**src/rtl/adc_host_pkg.sv**
```systemverilog
package adc_host_pkg;

  typedef enum logic [1:0] {
    FK_READ  = 2'd0,
    FK_CAL   = 2'd1,
    FK_RECAL = 2'd2
  } frame_kind_e;

  typedef enum logic [2:0] {
    ST_IDLE  = 3'd0,
    ST_SETUP = 3'd1,
    ST_SHIFT = 3'd2,
    ST_HOLD  = 3'd3,
    ST_GAP   = 3'd4
  } host_state_e;

endpackage

```
**src/rtl/adc_sclk_gen.sv**
```systemverilog
module adc_sclk_gen #(
  parameter int HALF_FAST = 2,
  parameter int HALF_SLOW = 4,
  parameter int PW        = 6
) (
  input  logic          clk,
  input  logic          rst_n,
  input  logic          start,
  input  logic          slow,
  input  logic [PW-1:0] target,
  output logic          sclk,
  output logic          fall,
  output logic          done
);

  localparam int HMAX = (HALF_FAST > HALF_SLOW) ? HALF_FAST : HALF_SLOW;
  localparam int HW   = $clog2(HMAX + 1);

  logic          sclk_q, act_q, slow_q;
  logic [HW-1:0] half_q;
  logic [PW-1:0] pcnt_q, tgt_q;
  logic [HW-1:0] half_start, half_run;
  logic          phase_end, last;

  assign half_start = slow   ? HW'(HALF_SLOW - 1) : HW'(HALF_FAST - 1);
  assign half_run   = slow_q ? HW'(HALF_SLOW - 1) : HW'(HALF_FAST - 1);
  assign phase_end  = act_q && (half_q == '0);
  assign last       = (pcnt_q == tgt_q);

  // one strobe per falling edge of the serial clock, in the cycle it is driven low
  assign fall = (start && !act_q) || (phase_end && sclk_q && !last);
  assign done = phase_end && sclk_q && last;
  assign sclk = sclk_q;

  always_ff @(posedge clk or negedge rst_n) begin
    if (!rst_n) begin
      sclk_q <= 1'b1;
      act_q  <= 1'b0;
      slow_q <= 1'b0;
      half_q <= '0;
      pcnt_q <= '0;
      tgt_q  <= '0;
    end else if (start && !act_q) begin
      act_q  <= 1'b1;
      sclk_q <= 1'b0;
      half_q <= half_start;
      pcnt_q <= PW'(1);
      tgt_q  <= target;
      slow_q <= slow;
    end else if (act_q) begin
      if (half_q != '0) begin
        half_q <= half_q - HW'(1);
      end else if (!sclk_q) begin
        sclk_q <= 1'b1;
        half_q <= half_run;
      end else if (last) begin
        act_q <= 1'b0;
      end else begin
        sclk_q <= 1'b0;
        half_q <= half_run;
        pcnt_q <= pcnt_q + PW'(1);
      end
    end
  end

  // the clock rests high whenever no burst is running
  a_r9_rest_high: assert property (@(posedge clk) disable iff (!rst_n)
    !act_q |-> sclk_q);

  // a burst never runs past the pulse count it was started with
  a_r3_pulse_bound: assert property (@(posedge clk) disable iff (!rst_n)
    act_q |-> (pcnt_q <= tgt_q) && (pcnt_q != '0));

  // the burst ends with the clock high
  a_r3_end_high: assert property (@(posedge clk) disable iff (!rst_n)
    done |=> sclk_q && !act_q);

endmodule

```
**src/rtl/adc_rx_capture.sv**
```systemverilog
module adc_rx_capture #(
  parameter int LEAD_BITS = 2,
  parameter int RES_BITS  = 12
) (
  input  logic                clk,
  input  logic                rst_n,
  input  logic                clear,
  input  logic                take,
  input  logic                sdo,
  output logic [RES_BITS-1:0] data,
  output logic                lead_err
);

  localparam int FRAME_BITS = LEAD_BITS + RES_BITS;
  localparam int CW         = $clog2(FRAME_BITS + 1);

  logic [FRAME_BITS-1:0] sh_q;
  logic [CW-1:0]         cnt_q;
  logic                  full;

  assign full = (cnt_q == CW'(FRAME_BITS));

  always_ff @(posedge clk or negedge rst_n) begin
    if (!rst_n) begin
      sh_q  <= '0;
      cnt_q <= '0;
    end else if (clear) begin
      sh_q  <= '0;
      cnt_q <= '0;
    end else if (take && !full) begin
      sh_q  <= {sh_q[FRAME_BITS-2:0], sdo};
      cnt_q <= cnt_q + CW'(1);
    end
  end

  assign data     = sh_q[RES_BITS-1:0];
  assign lead_err = |sh_q[FRAME_BITS-1:RES_BITS];

  // once a full word is in, later clock pulses leave it untouched
  a_r4_word_frozen: assert property (@(posedge clk) disable iff (!rst_n)
    (full && !clear) |=> $stable(sh_q));

endmodule

```
**src/rtl/adc_res_stage.sv**
```systemverilog
module adc_res_stage #(
  parameter int RES_BITS = 12
) (
  input  logic                clk,
  input  logic                rst_n,
  input  logic                load,
  input  logic [RES_BITS-1:0] ld_data,
  input  logic                ld_err,
  input  logic                res_ready,
  output logic                res_valid,
  output logic [RES_BITS-1:0] res_data,
  output logic                res_err
);

  always_ff @(posedge clk or negedge rst_n) begin
    if (!rst_n) begin
      res_valid <= 1'b0;
      res_data  <= '0;
      res_err   <= 1'b0;
    end else if (load) begin
      res_valid <= 1'b1;
      res_data  <= ld_data;
      res_err   <= ld_err;
    end else if (res_valid && res_ready) begin
      res_valid <= 1'b0;
    end
  end

  // a stalled result keeps its value
  a_r10_hold_stable: assert property (@(posedge clk) disable iff (!rst_n)
    (res_valid && !res_ready) |=> res_valid && $stable(res_data) && $stable(res_err));

  // nothing is written over a result not yet taken
  a_r10_no_overwrite: assert property (@(posedge clk) disable iff (!rst_n)
    load |-> !res_valid);

endmodule

```
**src/rtl/adc_frame_fsm.sv**
```systemverilog
module adc_frame_fsm
  import adc_host_pkg::*;
#(
  parameter int T_SETUP      = 2,
  parameter int T_HOLD       = 2,
  parameter int T_IDLE       = 12,
  parameter int PULSES_READ  = 14,
  parameter int PULSES_CAL   = 16,
  parameter int PULSES_RECAL = 32,
  parameter int PW           = 6
) (
  input  logic          clk,
  input  logic          rst_n,
  input  logic          req_valid,
  input  logic          req_recal,
  input  logic          res_pend,
  input  logic          gen_done,
  output logic          req_ready,
  output logic          cs_n,
  output logic          gen_start,
  output logic          gen_slow,
  output logic [PW-1:0] gen_target,
  output logic          cap_clear,
  output logic          publish
);

  localparam int TM1 = (T_SETUP > T_HOLD) ? T_SETUP : T_HOLD;
  localparam int TMX = (TM1 > T_IDLE) ? TM1 : T_IDLE;
  localparam int TW  = $clog2(TMX + 1);

  host_state_e state_q;
  frame_kind_e kind_q, next_kind;
  logic [TW-1:0] cnt_q;
  logic          cs_n_q, cal_done_q, accept, cnt_zero;

  assign cnt_zero  = (cnt_q == '0);
  assign req_ready = (state_q == ST_IDLE) && !res_pend;
  assign accept    = req_valid && req_ready;
  assign cap_clear = accept;
  assign cs_n      = cs_n_q;
  assign gen_start = (state_q == ST_SETUP) && cnt_zero;
  assign gen_slow  = (kind_q != FK_READ);
  assign publish   = (state_q == ST_HOLD) && cnt_zero && (kind_q != FK_CAL);

  always_comb begin
    if (!cal_done_q)    next_kind = FK_CAL;
    else if (req_recal) next_kind = FK_RECAL;
    else                next_kind = FK_READ;
  end

  always_comb begin
    case (kind_q)
      FK_CAL:   gen_target = PW'(PULSES_CAL);
      FK_RECAL: gen_target = PW'(PULSES_RECAL);
      default:  gen_target = PW'(PULSES_READ);
    endcase
  end

  always_ff @(posedge clk or negedge rst_n) begin
    if (!rst_n) begin
      state_q    <= ST_IDLE;
      kind_q     <= FK_READ;
      cnt_q      <= '0;
      cs_n_q     <= 1'b1;
      cal_done_q <= 1'b0;
    end else begin
      case (state_q)
        ST_IDLE: if (accept) begin
          cs_n_q  <= 1'b0;
          cnt_q   <= TW'(T_SETUP - 1);
          kind_q  <= next_kind;
          state_q <= ST_SETUP;
        end
        ST_SETUP: begin
          if (!cnt_zero) cnt_q <= cnt_q - TW'(1);
          else           state_q <= ST_SHIFT;
        end
        ST_SHIFT: if (gen_done) begin
          cnt_q   <= TW'(T_HOLD - 1);
          state_q <= ST_HOLD;
        end
        ST_HOLD: begin
          if (!cnt_zero) begin
            cnt_q <= cnt_q - TW'(1);
          end else begin
            cs_n_q  <= 1'b1;
            cnt_q   <= TW'(T_IDLE - 1);
            state_q <= ST_GAP;
            if (kind_q == FK_CAL) cal_done_q <= 1'b1;
          end
        end
        ST_GAP: begin
          if (!cnt_zero) cnt_q <= cnt_q - TW'(1);
          else           state_q <= ST_IDLE;
        end
        default: state_q <= ST_IDLE;
      endcase
    end
  end

  // the calibration frame comes first, and only once
  a_r2_cal_first: assert property (@(posedge clk) disable iff (!rst_n)
    (accept && !cal_done_q) |=> (kind_q == FK_CAL));

  // the select line stays low through the whole burst
  a_r9_cs_low_in_burst: assert property (@(posedge clk) disable iff (!rst_n)
    (state_q == ST_SHIFT) |-> !cs_n_q);

  // a result is loaded in the cycle the select line goes high
  a_r11_publish_at_rise: assert property (@(posedge clk) disable iff (!rst_n)
    publish |=> cs_n_q);

endmodule

```
**src/rtl/adc_frame_host.sv**
```systemverilog
module adc_frame_host
  import adc_host_pkg::*;
#(
  parameter int HALF_FAST    = 2,
  parameter int HALF_SLOW    = 4,
  parameter int T_SETUP      = 2,
  parameter int T_HOLD       = 2,
  parameter int T_IDLE       = 12,
  parameter int PULSES_READ  = 14,
  parameter int PULSES_CAL   = 16,
  parameter int PULSES_RECAL = 32,
  parameter int LEAD_BITS    = 2,
  parameter int RES_BITS     = 12
) (
  input  logic                clk,
  input  logic                rst_n,
  input  logic                req_valid,
  input  logic                req_recal,
  output logic                req_ready,
  output logic                cs_n,
  output logic                sclk,
  input  logic                sdo,
  output logic                res_valid,
  input  logic                res_ready,
  output logic [RES_BITS-1:0] res_data,
  output logic                res_err
);

  localparam int PMAX = (PULSES_RECAL > PULSES_CAL) ? PULSES_RECAL : PULSES_CAL;
  localparam int PW   = $clog2(PMAX + 1);
  localparam int GW   = $clog2(T_IDLE + 1);

  logic          gen_start, gen_slow, gen_fall, gen_done;
  logic [PW-1:0] gen_target;
  logic          cap_clear, publish, cap_err;
  logic [RES_BITS-1:0] cap_data;

  adc_frame_fsm #(
    .T_SETUP(T_SETUP), .T_HOLD(T_HOLD), .T_IDLE(T_IDLE),
    .PULSES_READ(PULSES_READ), .PULSES_CAL(PULSES_CAL),
    .PULSES_RECAL(PULSES_RECAL), .PW(PW)
  ) u_fsm (
    .clk(clk), .rst_n(rst_n), .req_valid(req_valid), .req_recal(req_recal),
    .res_pend(res_valid), .gen_done(gen_done), .req_ready(req_ready),
    .cs_n(cs_n), .gen_start(gen_start), .gen_slow(gen_slow),
    .gen_target(gen_target), .cap_clear(cap_clear), .publish(publish)
  );

  adc_sclk_gen #(
    .HALF_FAST(HALF_FAST), .HALF_SLOW(HALF_SLOW), .PW(PW)
  ) u_clk (
    .clk(clk), .rst_n(rst_n), .start(gen_start), .slow(gen_slow),
    .target(gen_target), .sclk(sclk), .fall(gen_fall), .done(gen_done)
  );

  adc_rx_capture #(
    .LEAD_BITS(LEAD_BITS), .RES_BITS(RES_BITS)
  ) u_rx (
    .clk(clk), .rst_n(rst_n), .clear(cap_clear), .take(gen_fall),
    .sdo(sdo), .data(cap_data), .lead_err(cap_err)
  );

  adc_res_stage #(
    .RES_BITS(RES_BITS)
  ) u_res (
    .clk(clk), .rst_n(rst_n), .load(publish), .ld_data(cap_data),
    .ld_err(cap_err), .res_ready(res_ready), .res_valid(res_valid),
    .res_data(res_data), .res_err(res_err)
  );

  // checker state: cycles CS has been high, and whether a frame has ended yet
  logic [GW-1:0] hi_cnt_q;
  logic          had_frame_q;

  always_ff @(posedge clk or negedge rst_n) begin
    if (!rst_n) begin
      hi_cnt_q    <= '0;
      had_frame_q <= 1'b0;
    end else begin
      if (!cs_n)                         hi_cnt_q <= '0;
      else if (hi_cnt_q != GW'(T_IDLE))  hi_cnt_q <= hi_cnt_q + GW'(1);
      if (!cs_n) had_frame_q <= 1'b1;
    end
  end

  a_r9_sclk_idle: assert property (@(posedge clk) disable iff (!rst_n)
    cs_n |-> sclk);

  a_r10_no_accept_pending: assert property (@(posedge clk) disable iff (!rst_n)
    res_valid |-> !req_ready);

  a_r11_result_after_cs: assert property (@(posedge clk) disable iff (!rst_n)
    $rose(res_valid) |-> cs_n);

  a_r8_cs_gap: assert property (@(posedge clk) disable iff (!rst_n)
    ($fell(cs_n) && had_frame_q) |-> (hi_cnt_q >= GW'(T_IDLE)));

endmodule

```
**config.mk**
```make
export PLATFORM = sky130hd
export DESIGN_NAME = adc_frame_host
export DESIGN_NICKNAME = d
export VERILOG_FILES = /design/src/rtl/adc_host_pkg.sv /design/src/rtl/adc_sclk_gen.sv /design/src/rtl/adc_rx_capture.sv /design/src/rtl/adc_res_stage.sv /design/src/rtl/adc_frame_fsm.sv /design/src/rtl/adc_frame_host.sv
export SDC_FILE = /design/constraint.sdc
export NUM_CORES = 1
export LEC_CHECK = 0
export CAP_MARGIN = 15
export CORE_MARGIN = 2
export CORE_UTILIZATION = 57
export DETAILED_ROUTE_END_ITERATION = 8
export GPL_TIMING_DRIVEN = 0
export HOLD_SLACK_MARGIN = 0.1
export PLACE_DENSITY_LB_ADDON = 0.15
export SLEW_MARGIN = 40
export SYNTH_ARGS = -nofsm -noshare
export SYNTH_HDL_FRONTEND = slang
export SYNTH_SLANG_ARGS = --single-unit
```
**constraint.sdc**
```tcl
create_clock -name clk -period 3.1 [get_ports clk]
set_clock_uncertainty 0.1 [all_clocks]
set_input_delay 0.62 -clock clk [delete_from_list [all_inputs] [get_ports clk]]
set_output_delay 0.62 -clock clk [all_outputs]
set_load 0.005 [all_outputs]
```
==> results of run 1 <==
worst min-delay path by stage:
stage	to	slack, ns	cells after the start
after floorplan	u_clk.act_q	0.22	0
after global placement	u_fsm.cs_n	0.35	2
after detailed placement	u_fsm.cs_n	0.37	2
after CTS	u_fsm.cs_n	0.38	2
after global routing	u_fsm.cs_n	0.41	2
final	u_fsm.cs_n	0.37	2
cell usage in the layout (no fill, tap or decap), types with 2 or more instances in the layout:
cell,netlist,layout
dfrtp_1,56,56
nor2_1,26,26
nand2_1,23,23
clkdlybuf4s50_1,0,21
mux2i_1,18,18
o21ai_0,15,15
mux2_2,13,13
inv_1,12,12
ha_1,11,11
clkbuf_8,0,11
a21oi_1,8,8
clkbuf_1,4,7
xnor2_1,5,5
nor2b_1,4,4
nand2b_1,4,4
nand3_1,4,4
buf_2,3,3
nand4_1,3,3
xor2_1,3,3
nor4_1,3,3
nor3b_1,3,3
buf_4,2,3
and3_1,2,2
and2_1,2,2
nor3_1,2,2
o22ai_1,2,2
a211oi_2,2,2
o31ai_1,2,2
a211oi_1,2,2
dfstp_2,2,2
layout make-up:
cell class	instances	area, um^2
sequential	58	1450
fill	336	1390
multi-input combinational	176	1260
timing repair buffer	24	248
clock buffer	14	163
tap	67	83.8
buffer	9	45.0
inverter	12	45.0
clock inverter	2	35.0
registers in the layout (all words and copies together), names as in the netlist, 3 cells and up:
signal	flops
u_rx.sh_q	14
u_res.res_data	12
u_clk.pcnt_q	6
u_fsm.cnt_q	4
u_rx.cnt_q	4
u_clk.half_q	3
u_clk.tgt_q	3
u_fsm.state_q	3
cells in the mapped netlist (2+ instances only):
library cell	count
a211oi_2	2
xor2_1	3
dfrtp_1	56
nand3_1	4
o21ai_0	15
a21oi_1	8
and2_1	2
buf_2	3
o22ai_1	2
clkbuf_1	4
ha_1	11
a211oi_1	2
nand2b_1	4
xnor2_1	5
nor2_1	26
buf_4	2
dfstp_2	2
nand4_1	3
inv_1	12
nor3b_1	3
nand2_1	23
nor2b_1	4
nor3_1	2
mux2_2	13
and3_1	2
mux2i_1	18
o31ai_1	2
nor4_1	3
power by group:
part | total, mW | switching [mW] | internal [mW]
clock | 0.701 | 0.286 | 0.415
sequential | 1.33 | 0.255 | 1.08
combinational | 1.36 | 0.683 | 0.680
worst max-delay path, stage by stage (launching register included):
cell and delay [ns]:
dfrtp_1 0.37, inv_1 0.10, ha_1 0.34, and4bb_2 0.30, nand2_1 0.20, a221oi_1 0.39, buf_4 0.27, buf_4 0.24
mux2i_1 0.22, nor2_1 0.06
metal layers:
metal | GRT usage (%) | vias up | wire, um
met3 | 6.64 | 7 | 228
met1 | 27.7 | 956 | 2430
li1 | - | 962 | -
met4 | 8.48 | 0 | 64
met2 | 34.3 | 39 | 2530
met5 | 0 | - | 0
cell families after synthesis:
logic type,synth area share (%)
compound gates,10.3
xor+xnor,2.50
fa+ha+maj,4.91
buf+inv,3.21
flops,51.8
mux,12.0
simple gates,15.2
metrics by stage:
| step | TNS, ns | cells | worst slack (ns) | hold slack [ns] | area [um^2] |
|---|---|---|---|---|---|
| final | 0 | 362 | 0.375 | 0.370 | 3330 |
| after CTS | 0 | 362 | 0.355 | 0.376 | 3330 |
| after floorplan | 0 | 255 | 0.828 | 0.224 | 2810 |
| after global placement | -28.82 | 344 | -0.517 | 0.351 | 3110 |
| after global routing | 0 | 362 | 0.199 | 0.413 | 3330 |
| after detailed placement | 0 | 345 | 0.394 | 0.367 | 3130 |
==> results.md, run 1 <==
- Status: complete, no violations
- Seq cells post-synth: between 50 and 60
- Reg-to-reg endpoint: u_rx.sh_q[7]
- Clock transition at path regs: 0.07 ns
- CTS Buf Count: 9
- Final HPWL DP: 3.77 mm
- Static leakage: around 1.5 nW
- Clk sink count: 58
- CP Capture Type: flop
- Cell taking the most area after synthesis: dfrtp_1
- Critical path class: flop to flop
- CP startpoint kind: flop
- Final period demand of the worst path: 2.73 ns
- IO Port Bufs: 22
- Core ar.: ~0.0047 mm^2
- DRC: 0
- Synth Net Count: 272
- Worst hold path startpoint: u_fsm.cs_n
- R2R Setup Slk: approximately 0.37 ns
- Final Util: a little over two thirds
- RSZ-0062 raised after global routing: false
- Die footprint: approximately 0.0055 mm^2
- Yosys cell types: 47
- Final ANT Viol Nets: 0
- Final Hold Fails: 0
- # diodes: 0
- Peak VDD IR: 0.577 mV
- Maximum number of pins on one net before global-route repair: 39
- Mapped Area: 0.00281 mm^2
- Htree depth: 3
- First-pass GRT wire length: a little under 9 mm
- RePlAce Congestion: about 0.86
- Worst Tran Pin Value: 0.603 ns
- Worst skew pair latency: 0.34 ns
- # setup viols final: 0
- Vias: approximately 2000
- Slew headroom: 59.7%
- Syn avg cell area: 11.0 um^2
- Root Driver: clkbuf_8
- CTS Buffer Depth: 2
- Power density cells: slightly above 1000 mW/mm^2
- Global route overflow: 0
- Crit path max fanout: 10
- Initial antenna violation count: 0
- WP data required: ~3.2 ns
- Period utilisation layout: slightly below 90%
- Synth area leaders: dfrtp_1, mux2i_1, mux2_2
- Die Wd: approximately 74 um
- Fmax: around 0.37 GHz
- Ys flop type: dfrtp_1
- Final nets: approximately 310
- Area Overhead vs Synth: 18.9%
- Drt wl/cell: 14.5 um
- Post-CTS setup buffers: 0
- Slew Viols, Final: 0
- Chip height: roughly 74 um
- Row count: 25
- Async SR Flop Fraction: 100%
- CP Capture Point: u_rx.sh_q[7]
- Worst path arrival time: around 2.8 ns
- Max_cap viols: 0
- Hold Path Class: flop to flop
- Synthesized instance count: around 260
- Pwr Total: roughly 3.4 mW
- CTS tree: done
- Routed WL: ~5.3 mm
- Share of post-route cells with drive strength above 1: between 10% and 20%
- Drt first pass iters: 4
- Io pins: 23
- R2R Path Start: u_fsm.cnt_q[0]
- Vias in the first global route: 1971
- Post-cts hold buffer count: 1
- Post_cts resized: 0
- Share of the synthesized area in the top cell type: about half
- Sequential fraction of the synthesis area: between 50% and 60%
- Yosys warning count: 0
- Post-synth EDFFs: 0
- GR Util All Layers: a little over a fifth
- R2R depth: 9
- Number of DRC markers in iteration 0: between 100 and 150
- CP startpoint: u_fsm.cnt_q[0]
- Starting Density: 59.4%
- Vias/cell: 5.43
(Power assumes the default switching activity.)
==> run 2, diff against run 1 <==
--- a/config.mk
+++ b/config.mk
@@ -5,6 +5,7 @@
 export SDC_FILE = /design/constraint.sdc
 export NUM_CORES = 1
 export LEC_CHECK = 0
+export ABC_CLOCK_PERIOD_IN_PS = 2640
 export CAP_MARGIN = 15
 export CORE_MARGIN = 2
 export CORE_UTILIZATION = 57
==> constraint.sdc (replaced) <==
create_clock -name clk -period 2.64 [get_ports clk]
set_clock_uncertainty 0.1 [all_clocks]
set_input_delay 0.528 -clock clk [delete_from_list [all_inputs] [get_ports clk]]
set_output_delay 0.528 -clock clk [all_outputs]
set_load 0.005 [all_outputs]
==> run 2 against run 1 <==
Against the previous run: global-route usage grew 0.087 points; maximum frequency grew 10%; combinational power grew 21%; total power grew 19%; worst setup slack lost 0.21 ns; sequential power grew 18%; wire length grew 0.99%; clock power grew 18%; design area grew 0.83%; clock-buffer cell count is the same; critical path depth is the same.
==> results.md, run 2 (synthesis results as in run 1) <==
- Status: complete, no violations
- Worst Setup Slack, final: 0.167 ns (-0.208 ns)
- Routed WL: 5.30 mm (+0.99%)
- Peak VDD IR: 0.709 mV (+23%)
- Static leakage: 1.55 nW (+0.60%)
- Most flop-heavy register: u_rx.sh_q
- Vias in the first global route: 1971 (unchanged)
- Die Wd: 74.2 um (unchanged)
- Drt wl/cell: 14.6 um (+0.71%)
- CTS Buf Count: 9 (unchanged)
- Worst hold path startpoint: u_fsm.cs_n
- Io pins: 23 (unchanged)
- First-pass GRT wire length: 8.89 mm (+0.16%)
- Period utilisation layout: 93.7% (+5.8 points)
- Worst skew pair latency: 0.34 ns (about the same)
- Initial antenna violation count: 0 (unchanged)
- CP startpoint: u_fsm.cnt_q[0]
- Regs by FF count: u_rx.sh_q (14), u_res.res_data (12), u_clk.pcnt_q (6)
- WP data required: 2.74 ns (-0.46 ns)
- CP startpoint kind: flop
- # diodes: 0 (unchanged)
- Max FFs per register: 14 (unchanged)
- CP Capture Type: flop
- Final ANT Viol Nets: 0 (unchanged)
- Htree depth: 3 (unchanged)
- Clk sink count: 58 (unchanged)
- RSZ-0062 raised after global routing: false
- Maximum number of pins on one net before global-route repair: 39 (unchanged)
- CP Capture Point: u_rx.sh_q[7]
- Final nets: 308 (+0.33%)
- Number of DRC markers in iteration 0: 103 (+0.98%)
- Final period demand of the worst path: 2.47 ns (-0.252 ns)
- Clock transition at path regs: 0.07 ns (about the same)
- GR Util All Layers: 21.6% (+0.087 points)
- # setup viols final: 0 (unchanged)
- R2R depth: 9 (unchanged)
- Row count: 25 (unchanged)
- Share of post-route cells with drive strength above 1: 16.2% (+1.3 points)
- Reg-to-reg endpoint: u_rx.sh_q[7]
- Worst path arrival time: 2.57 ns (-0.25 ns)
- Worst Tran Pin Value: 0.445 ns (-0.159 ns)
- Slew Viols, Final: 0 (unchanged)
- R2R Setup Slk: 0.17 ns (-0.21 ns)
- Dpl cells: 345 (unchanged)
- Hold slack: 0.369 ns (-0.000661 ns)
- CTS Buffer Depth: 2 (unchanged)
- DRC: 0 (unchanged)
- Final Util: 71.2% (+0.58 points)
- Most frequent cells in the layout: dfrtp_1, nor2_1, nand2_1, clkdlybuf4s50_1, mux2i_1
- Critical path class: flop to flop
- Root Driver: clkbuf_8
- TNS Setup: 0 ns (unchanged)
- Chip height: 74.2 um (unchanged)
- Starting Density: 59.4% (unchanged)
- Power density cells: 1200 mW/mm^2 (+18%)
- Vias/cell: 5.39 (-0.73%)
- Crit path max fanout: 10 (unchanged)
- Final HPWL DP: 3.77 mm (unchanged)
- Die footprint: 0.00550 mm^2 (unchanged)
- Setup WS pre-CTS: -0.0658 ns (-0.460 ns)
- Commonest non-fill, non-tap cell in the layout: dfrtp_1
- Hold Path Class: flop to flop
- Slew headroom: 70.4% (+11 points)
- Non-filler instance count after layout: 363 (+0.28%)
- Global route overflow: 0 (unchanged)
- CTS tree: done
- RePlAce Congestion: 0.859 (unchanged)
- Area Overhead vs Synth: 19.8%
- Core ar.: 0.00472 mm^2 (unchanged)
- Final Hold Fails: 0 (unchanged)
- Max_cap viols: 0 (unchanged)
- IO Port Bufs: 22 (unchanged)
- Vias: 1955 (-0.46%)
- R2R Path Start: u_fsm.cnt_q[0]
- Drt first pass iters: 4 (unchanged)
- Fmax: 0.404 GHz (+10%)
run 2: changes by cell type in the layout (fill, tap and decap cells not counted):
cell      before  now
nor2_1        26   25
nor4b_2        1    0
nor4b_4        0    1
ha_1          11   10
a221oi_2       0    1
nor2_2         1    2
a221oi_1       1    0
ha_2           0    1
buf_4          3    4
run 2: power breakdown:
group	leakage (nW)	switching, mW	internal, mW
Combinational	0.689	0.814	0.824
Clock	0.101	0.340	0.487
Sequential	0.758	0.306	1.26
run 2: area by class of cell:
type / count / area [um^2]
Sequential cell: 58 / 1450
Clock buffer: 14 / 163
Inverter: 12 / 45.0
Clock inverter: 2 / 35.0
Fill cell: 332 / 1360
Multi-Input combinational cell: 176 / 1280
Timing Repair Buffer: 25 / 255
Tap cell: 67 / 83.8
Buffer: 9 / 45.0
run 2: how the worst min path moves through the flow:
| stage | endpoint | slack [ns] | cells past startpoint |
|---|---|---|---|
| 4_1_cts | u_fsm.cs_n | 0.38 | 2 |
| 5_1_grt | u_fsm.cs_n | 0.41 | 2 |
| 6_report | u_fsm.cs_n | 0.37 | 2 |
| 3_3_place_gp | u_fsm.cs_n | 0.35 | 2 |
| 2_1_floorplan | u_clk.act_q | 0.13 | 0 |
| 3_5_place_dp | u_fsm.cnt_q[2] | 0.33 | 1 |
run 2: stage by stage:
| stage | power (mW) | cell area [um^2] |
|---|---|---|
| floorplan | 2.64 | 2810 |
| global placement | 3.10 | 3110 |
| detailed placement | 3.17 | 3130 |
| CTS | 4.04 | 3350 |
| global route | 4.32 | 3360 |
| finish | 4.03 | 3360 |
run 2: what timing repair did:
action,in CTS,in global routing
setup endpoints to repair,17,17
hold buffers,1,0
gates resized for setup,2,2
endpoints found under the hold margin,19,0
buffers inserted,1,0
run 2: per-layer routing:
layer,wire [um],GRT usage (%)
met1,2450,28.0
met2,2550,34.3
met3,242,6.64
met4,66,8.48
met5,0,0
run 2: critical path, stage by stage (launching register included):
cell,delay (ns)
dfrtp_1,0.37
inv_1,0.11
ha_2,0.28
and4bb_2,0.28
nand2_1,0.21
a221oi_2,0.36
buf_4,0.16
buf_4,0.20
mux2i_1,0.22
nor2_1,0.06
==> run 3, diff against run 2 <==
--- a/config.mk
+++ b/config.mk
@@ -13,7 +13,6 @@
 export GPL_TIMING_DRIVEN = 0
 export HOLD_SLACK_MARGIN = 0.1
 export PLACE_DENSITY_LB_ADDON = 0.15
-export SLEW_MARGIN = 40
 export SYNTH_ARGS = -nofsm -noshare
 export SYNTH_HDL_FRONTEND = slang
 export SYNTH_SLANG_ARGS = --single-unit
==> run 3 against run 2 <==
Against the previous run: die area unchanged; sequential cell count stayed put; worst hold slack is essentially flat; final cell count down 0.28%; wire length increased by 0.15%; maximum frequency is 1.4% lower; via count up 0.77%; critical path type unchanged; largest cell class unchanged; highest routed layer unchanged.
==> results.md, run 3 (synthesis results as in run 1) <==
- WP data required: 2.75 ns (about the same)
- Non-filler instance count after layout: 362 (-0.28%)
- RePlAce Congestion: 0.859 (unchanged)
- Area Overhead vs Synth: 19.8% (about the same)
- CTS Buf Count: 9 (unchanged)
- Crit path max fanout: 10 (unchanged)
- Clock transition at path regs: 0.07 ns (about the same)
- TNS Setup: 0 ns (unchanged)
- Worst skew pair latency: 0.34 ns (about the same)
- Post-CTS setup buffers: 0 (-1)
- Most flop-heavy register: u_rx.sh_q
- Global route overflow: 0 (unchanged)
- R2R Setup Slk: 0.13 ns (-0.04 ns)
- Slew Viols, Final: 0 (unchanged)
- Clk sink count: 58 (unchanged)
- CTS Buffer Depth: 2 (unchanged)
- CP Capture Type: flop
- CP Capture Point: u_rx.sh_q[4]
- Final nets: 307 (-0.32%)
- Fmax: 0.399 GHz (-1.4%)
- Share of post-route cells with drive strength above 1: 16.6% (+0.39 points)
- Die footprint: 0.00550 mm^2 (unchanged)
- CP startpoint: u_fsm.cnt_q[0]
- Regs by FF count: u_rx.sh_q (14), u_res.res_data (12), u_clk.pcnt_q (6)
- Met2 GRT Util: 34.8% (+0.50 points)
- Delay-heaviest family, CP: buffers and inverters
- First-pass GRT wire length: 8.85 mm (-0.47%)
- Worst Tran Pin Value: 0.500 ns (+0.0551 ns)
- Vias/cell: 5.44 (+1.0%)
- Max_cap viols: 0 (unchanged)
- # diodes: 0 (unchanged)
- Static leakage: 1.54 nW (-0.26%)
- Peak VDD IR: 0.829 mV (+17%)
- Root Driver: clkbuf_8
- Worst path arrival time: 2.62 ns (+0.05 ns)
- Crit-path max cell delay: 0.37 ns (about the same)
- DRC: 0 (unchanged)
- GR Util All Layers: 21.4% (-0.28 points)
- Hold Path Class: flop to flop
- Routed WL: 5.31 mm (+0.15%)
- CP startpoint kind: flop
- Drt wl/cell: 14.7 um (+0.43%)
- R2R depth: 9 (unchanged)
- Row count: 25 (unchanged)
- Chain of cells forming the critical path: inv_1 -> ha_2 -> and4bb_2 -> nand2_2 -> a221oi_2 -> buf_6 -> buf_4 -> mux2i_1 -> nor2_1
- Status: complete, no violations
- Final Hold Fails: 0 (unchanged)
- Drt first pass iters: 4 (unchanged)
- Io pins: 23 (unchanged)
- Vias: 1970 (+0.77%)
- Period utilisation layout: 95.0% (+1.3 points)
- Starting Density: 59.4% (unchanged)
- Final period demand of the worst path: 2.51 ns (+0.0355 ns)
- Max FFs per register: 14 (unchanged)
- Commonest non-fill, non-tap cell in the layout: dfrtp_1
- CP Depth: 9 (unchanged)
- Chip height: 74.2 um (unchanged)
- Maximum number of pins on one net before global-route repair: 39 (unchanged)
- CP max stage cell: dfrtp_1
- CP Buf/Inv Count: 3 (unchanged)
- Final HPWL DP: 3.73 mm (-0.81%)
- Top Usage Layer GRT: met2
- Power density cells: 1200 mW/mm^2 (about the same)
- Most frequent cells in the layout: dfrtp_1, nor2_1, nand2_1, clkdlybuf4s50_1, mux2i_1
- Slew headroom: 66.7% (-3.7 points)
- Die Wd: 74.2 um (unchanged)
- R2R Path Start: u_fsm.cnt_q[0]
- Initial antenna violation count: 0 (unchanged)
- Met1 Usage GRT: 27.1% (-0.88 points)
- Reg-to-reg endpoint: u_rx.sh_q[4]
- # setup viols final: 0 (unchanged)
- IO Port Bufs: 22 (unchanged)
- Final ANT Viol Nets: 0 (unchanged)
- Htree depth: 3 (unchanged)
- Met3 Use GR: 5.96% (-0.68 points)
- Critical path class: flop to flop
- Core ar.: 0.00472 mm^2 (unchanged)
- Vias in the first global route: 1966 (-0.25%)
- Dpl cells: 345 (unchanged)
- Number of DRC markers in iteration 0: 90 (-13%)
- CTS tree: done
==> run 3: layout make-up <==
class,instances,area [um^2]
tap,67,83.8
multi-input combinational,176,1290
buffer,9,48.8
fill,330,1360
sequential,58,1450
clock buffer,14,163
timing repair buffer,24,245
clock inverter,2,35.0
inverter,12,45.0
==> run 3: tightest hold or removal path, stage by stage, from the launching register on <==
cell and delay [ns]:
dfstp_2 0.36, inv_1 0.04, a21oi_1 0.06
==> run 3: report_power, final <==
group,internal (mW),switching [mW]
Sequential,1.26,0.306
Clock,0.487,0.342
Combinational,0.821,0.812
Total,2.57,1.46
==> run 3: metal layers <==
layer	vias to the layer above	share of wire [%]
li1	963	-
met1	961	46
met2	35	48
met3	11	4.0
met4	0	1.8
met5	-	0
==> run 3: worst min path at each step <==
stage | end | from | depth (start not counted) | slack, ns
after global placement | u_fsm.cs_n | u_fsm.cs_n | 2 | 0.35
after floorplan | u_clk.act_q | rst_n | 0 | 0.13
after detailed placement | u_fsm.cs_n | u_fsm.cs_n | 2 | 0.37
final | u_fsm.cs_n | u_fsm.cs_n | 2 | 0.37
after global routing | u_fsm.cs_n | u_fsm.cs_n | 2 | 0.41
after CTS | u_fsm.cs_n | u_fsm.cs_n | 2 | 0.38
==> run 3: stage by stage <==
| step | setup slack (ns) | hold slack (ns) | power (mW) | utilization (%) | cell area, um^2 |
|---|---|---|---|---|---|
| floorplan | 0.368 | 0.132 | 2.64 | - | 2810 |
| global placement | -0.885 | 0.351 | 3.10 | 65.8 | 3110 |
| detailed placement | -0.0550 | 0.367 | 3.17 | 66.1 | 3120 |
| CTS | 0.0443 | 0.376 | 4.03 | 70.9 | 3350 |
| global route | -0.0157 | 0.413 | 4.32 | 71.2 | 3360 |
| finish | 0.132 | 0.369 | 4.03 | 71.2 | 3360 |
==> run 3: repair_timing <==
item,CTS,global route
hold buffers,1,0
pin swaps,0,0
gates cloned,0,0
gates resized for setup,3,4
endpoints found under the hold margin,19,0
setup endpoints to repair,16,17
